--- src/rtl/csel_pkg.sv ---
package csel_pkg;

   typedef enum logic {
      OP_ADD = 1'b0,
      OP_SUB = 1'b1
   } csel_op_e;

endpackage

--- src/rtl/csel_fa.sv ---
module csel_fa (
   input  logic a,
   input  logic b,
   input  logic ci,
   output logic s,
   output logic co
);

   logic p;

   assign p  = a ^ b;
   assign s  = p ^ ci;
   assign co = (a & b) | (p & ci);

endmodule

--- src/rtl/csel_ripple.sv ---
module csel_ripple #(
   parameter int unsigned W = 4
) (
   input  logic [W-1:0] a,
   input  logic [W-1:0] b,
   input  logic         ci,
   output logic [W-1:0] s,
   output logic         co
);

   if (W < 1) begin : g_bad_width
      $error("csel_ripple: W must be at least 1");
   end

   logic [W:0] c;

   assign c[0] = ci;

   for (genvar i = 0; i < W; i++) begin : g_cell
      csel_fa u_fa (
         .a  (a[i]),
         .b  (b[i]),
         .ci (c[i]),
         .s  (s[i]),
         .co (c[i+1])
      );
   end

   assign co = c[W];

endmodule

--- src/rtl/csel_cond.sv ---
module csel_cond #(
   parameter int unsigned W = 8
) (
   input  logic [W-1:0] din,
   input  logic         inv,
   output logic [W-1:0] dout
);

   for (genvar i = 0; i < W; i++) begin : g_xor
      assign dout[i] = din[i] ^ inv;
   end

endmodule

--- src/rtl/csel_addsub.sv ---
module csel_addsub
   import csel_pkg::*;
#(
   parameter int unsigned WIDTH = 8,
   parameter int unsigned SEG   = 4
) (
   input  logic [WIDTH-1:0] opa,
   input  logic [WIDTH-1:0] opb,
   input  logic             sub_mode,
   output logic [WIDTH-1:0] result,
   output logic             carry_out
);

   localparam int unsigned NSEG = WIDTH / SEG;

   if (SEG < 1) begin : g_bad_seg
      $error("csel_addsub: SEG must be at least 1");
   end
   if (WIDTH % SEG != 0) begin : g_bad_split
      $error("csel_addsub: WIDTH must be a multiple of SEG");
   end
   if (NSEG < 2) begin : g_bad_count
      $error("csel_addsub: at least two segments are required");
   end

   csel_op_e         op;
   logic             inv;
   logic [WIDTH-1:0] opb_c;
   logic [NSEG:0]    seg_carry;

   assign op  = csel_op_e'(sub_mode);
   assign inv = (op == OP_SUB);

   csel_cond #(.W(WIDTH)) u_cond (
      .din  (opb),
      .inv  (inv),
      .dout (opb_c)
   );

   assign seg_carry[0] = inv;

   for (genvar s = 0; s < NSEG; s++) begin : g_seg
      localparam int unsigned LO = s * SEG;

      if (s == 0) begin : g_base
         logic [SEG-1:0] sum_w;
         logic           co_w;

         csel_ripple #(.W(SEG)) u_rip (
            .a  (opa[LO +: SEG]),
            .b  (opb_c[LO +: SEG]),
            .ci (seg_carry[0]),
            .s  (sum_w),
            .co (co_w)
         );

         assign result[LO +: SEG] = sum_w;
         assign seg_carry[1]      = co_w;
      end else begin : g_spec
         logic [SEG-1:0] sum0, sum1;
         logic           co0, co1;

         csel_ripple #(.W(SEG)) u_rip0 (
            .a  (opa[LO +: SEG]),
            .b  (opb_c[LO +: SEG]),
            .ci (1'b0),
            .s  (sum0),
            .co (co0)
         );

         csel_ripple #(.W(SEG)) u_rip1 (
            .a  (opa[LO +: SEG]),
            .b  (opb_c[LO +: SEG]),
            .ci (1'b1),
            .s  (sum1),
            .co (co1)
         );

         assign result[LO +: SEG] = seg_carry[s] ? sum1 : sum0;
         assign seg_carry[s+1]    = seg_carry[s] ? co1  : co0;
      end
   end

   assign carry_out = seg_carry[NSEG];

endmodule

--- config.mk ---
export PLATFORM = sky130hd
export DESIGN_NAME = csel_addsub
export DESIGN_NICKNAME = d
export VERILOG_FILES = /design/src/rtl/csel_pkg.sv /design/src/rtl/csel_fa.sv /design/src/rtl/csel_ripple.sv /design/src/rtl/csel_cond.sv /design/src/rtl/csel_addsub.sv
export SDC_FILE = /design/constraint.sdc
export NUM_CORES = 1
export LEC_CHECK = 0
export BUFFER_PORTS_ARGS = -buffer_cell sky130_fd_sc_hd__buf_2
export CAP_MARGIN = 20
export CORE_AREA = 4 4 41 43
export DETAILED_ROUTE_END_ITERATION = 10
export DIE_AREA = 0 0 45 47
export PLACE_DENSITY = 0.63
export RECOVER_POWER = 25
export SYNTH_ARGS = -nofsm -noshare
export SYNTH_HDL_FRONTEND = slang
export SYNTH_SLANG_ARGS = --single-unit
--- constraint.sdc ---
create_clock -name vclk -period 4.36
set_clock_uncertainty 0.05 [all_clocks]
set_input_delay 0.218 -clock vclk [all_inputs]
set_output_delay 0.218 -clock vclk [all_outputs]
set_load 0.005 [all_outputs]
Word-level counts from Yosys, hierarchy flattened
Cells that the tools add are included.
{ "op_classes": {"n_mul": 0, "shifts": 0, "muxes": 2, "eq_ne": 0, "n_lt_le_gt_ge": 0, "bitwise_logic": 56, "addsub": 0, "n_div": 0, "reduce_logical": 0} }
{ "ops": {"columns": ["op", "n"], "rows": [
  ["1-bit XOR", 26],
  ["1-bit bitwise AND", 18],
  ["1-bit bitwise OR", 11],
  ["4-bit 2-to-1 mux", 1],
  ["1-bit 2-to-1 mux", 1],
  ["1-bit inverter", 1]
]} }
{ "word_totals": {"romBits": 0, "register_bits": 0, "wordCells": 58, "ramBits": 0, "latchBits": 0, "in_bits": 17, "mem_count": 0} }

Logic depth before layout (Yosys ltp)
{ "logic_depth": {"depth_word": 11, "mapped_depth": 11} }

Cells and area by module
Synthesis repeated with hierarchy kept, for this count alone.
{ "unflattened": {"hier_cells": 28, "area_unflattened_um2": 385.4} }
{ "by_module_without_submodules": {"columns": ["mod", "area_per_inst_um2", "cells_per_inst", "instances", "seq_area_each_um2"], "rows": [
  ["csel_fa", 20.0, 1, 12, 0.0],
  ["csel_cond", 81.3, 9, 1, 0.0],
  ["csel_addsub", 63.8, 7, 1, 0.0]
]} }

Worst setup path before layout
Ideal clock, no wire load.
{ "synth_timing": {"path_kind": "input -> output", "start": "in sub_mode", "end": "out result[7]", "t_required_ns": 4.092, "t_arrival_ns": 3.037, "slack_ns": 1.055, "path_stages": 11, "cell_sequence": "buf_6 -> xnor2_1 -> fa_1 -> fa_1 -> fa_1 -> nor2_1 -> a21oi_1 -> fa_1 -> fa_1 -> inv_1 -> fa_1"} }
{ "synth_via": {"elab_chain_cells": 11, "elab_cells_between_ends": 43, "cone_classes": "1 x mux; 42 x bitwise"} }
{ "synth_lines": {"columns": ["item", "line_no", "source"], "rows": [
  ["start: declaration", "csel_addsub.sv:9", "input logic sub_mode,"],
  ["1-bit XOR", "csel_cond.sv:10", "assign dout[i] = din[i] ^ inv;"],
  ["1-bit XOR", "csel_fa.sv:11", "assign p = a ^ b;"],
  ["1-bit bitwise AND", "csel_fa.sv:13", "assign co = (a & b) | (p & ci);"],
  ["1-bit bitwise OR", "csel_fa.sv:13", null],
  ["1-bit bitwise AND", "csel_fa.sv:13", null],
  ["1-bit bitwise OR", "csel_fa.sv:13", null],
  ["1-bit bitwise AND", "csel_fa.sv:13", null],
  ["1-bit bitwise OR", "csel_fa.sv:13", null],
  ["1-bit bitwise AND", "csel_fa.sv:13", null],
  ["1-bit bitwise OR", "csel_fa.sv:13", null],
  ["4-bit 2-to-1 mux *", "csel_addsub.sv:79", "assign result[LO +: SEG] = seg_carry[s] ? sum1 : sum0;"],
  ["end: declaration", "csel_addsub.sv:10", "output logic [WIDTH-1:0] result,"]
]} }
Mark *: on every way between the ends. The rest lies on a longest branch, timed or not.

Worst setup path after layout
Same ends and word-level chain as after synthesis.

==> run metrics <==
outcome=complete, no violations; Layout Nets=86; vias in the first global route=between 200 and 300; critical path startpoint category=input port; Syn Nets=63; Die Span X=roughly 45 µm; Cell Pwr Density=160.4 mW/mm²; routed len/inst=7.770 µm; CP max FO=8; Final ANT Viol Nets=0; Mapped Area=between 300 and 400 µm²; Netlist cell types=12; hold path depth=3; routed vias/inst=about 3.7; final worst path period need=approximately 3.6 ns; Synth top area share=0.3529; num rows=13; postcts setup bufs=0; Core Region=approximately 0.0013 mm²; min-delay worst type=in -> out; placer congestion estimate=0.5777; critical path type=in -> out; fraction of layout cells with a size suffix above 1=0.4576; register area share after synthesis=0; Slew Viols, Final=0; HP Start=opa[0]; CP arrival=about 3.3 ns; leak pwr=between 0.0002 and 0.0003 µW; first-pass GRT wire length=890 µm; port bufs=26; Worst-Margin Slew=around 0.24 ns; seq_cells=0; WHS=around 0.64 ns; period utilization=0.8279; fin util=0.3433; DRT iter0 DRCs=0; hold_buf cts=0; Slew headroom=0.8416; antenna violations before repair=0; GRT Total Usage=0.05242; unrepaired setup endpoints after global routing=false; fillcell total=around 160; post-CTS sizing=0; Die Span Y=around 47 µm; top post-synthesis cells by area=fa_1 35%, xnor2_1 15%, inv_1 13%; die area=0.002115 mm²; drc violations=0; Design Area, Final=446.7 µm²; Critical Path Sink Type=primary output; Post-Route Setup TNS=0 ns; Area Growth Syn to Fin=31.25%; DR pass1 iterations=1; WHS Endpoint=result[0]; post-synthesis cell count=38; Synth area leader=fa_1; total gr overflow=0; Placed Area=447.9 µm²; clkbuf count=0; endpoints failing hold=0; Crit path required time=4.09 ns; initial core utilization=0.2615; Setup-failing EPs final=0; largest net degree at the start of global routing=9; Max Cap Violations=0; hpwl dp=566.9 µm; I/O pin count=26; Inserted Diodes=0; Sequential Area=0 µm²; synth warn=0; Avg Inst Size Synth=8.956 µm²; Worst VDD drop=0.06569 mV; total wire length=575 µm; Vias=around 280; fmax=approximately 280 MHz
worst max-delay path, cell delays in order:
cell and delay [ns]:
buf_2 0.23, xnor2_1 0.14, fa_1 0.41, fa_1 0.38, fa_1 0.42, nor2_1 0.11
a21oi_1 0.06, fa_1 0.38, fa_1 0.37, inv_1 0.07, fa_1 0.41, buf_2 0.14
logic make-up (layout without fill, tap and decap cells):
kind of cell    after synthesis  count (layout)  share of synthesized area
buf+inv                      18              39                     0.2647
xor+xnor                      9               9                     0.2537
fa+ha+maj                     8               8                     0.4265
compound gates                1               1                    0.01469
mux                           1               1                    0.02941
simple gates                  1               1                    0.01102
synth_stat cells:
library cell / count
inv_1: 12
xor2_1: 2
inv_2: 1
fa_1: 6
xor2_2: 1
buf_6: 1
nor2_1: 1
buf_4: 4
ha_1: 2
xnor2_1: 6
a21oi_1: 1
mux2i_1: 1
layer usage:
metal / share of wire / vias to the layer above / global-route usage
li1: - / 140 / -
met1: 0.38 / 117 / 0.06467
met2: 0.50 / 19 / 0.1073
met3: 0.12 / 0 / 0
met4: 0 / 0 / 0
met5: 0 / - / 0
per-stage QoR:
step / std cells / worst slack, ns / power (µW)
6_report: 74 / 0.7503 / 71.66
3_5_place_dp: 74 / 0.7155 / 74.02
5_1_grt: 74 / 0.6082 / 83.11
2_1_floorplan: 38 / 1.055 / 52.90
4_1_cts: 74 / 0.7125 / 74.42
3_3_place_gp: 74 / 0.7757 / 72.53
cell type report:
class	count	area, µm²	share of cell area
Multi-Input combinational cell	20	250.2	0.5602
Timing Repair Buffer	26	128.9	0.2885
Inverter	13	48.80	0.1092
Tap cell	15	18.77	0.04202
worst max-delay path by stage:
stage | start | endpoint | slack (ns) | cells after the start
floorplan | sub_mode | result[7] | 1.05 | 11
CTS | sub_mode | result[7] | 0.71 | 12
detailed placement | sub_mode | result[7] | 0.72 | 12
global placement | sub_mode | result[7] | 0.78 | 12
global route | sub_mode | result[7] | 0.61 | 12
finish | sub_mode | result[7] | 0.75 | 12
power by group:
| group | switching, µW | total (µW) | leakage [µW] | internal (µW) |
|---|---|---|---|---|
| registers | 0 | 0 | 0 | 0 |
| logic | 34.2 | 71.7 | 0.000263 | 37.5 |
| clock network | 0 | 0 | 0 | 0 |
cell usage in the layout (no fill, tap or decap):
master and n:
buf_2 25, fa_1 6, xor2_2 1, inv_2 1, mux2i_1 1, xnor2_1 6
xor2_1 2, a21oi_1 1, inv_1 12, ha_1 2, nor2_1 1, clkbuf_1 1
Note: power is estimated with default switching activity, not from simulation.
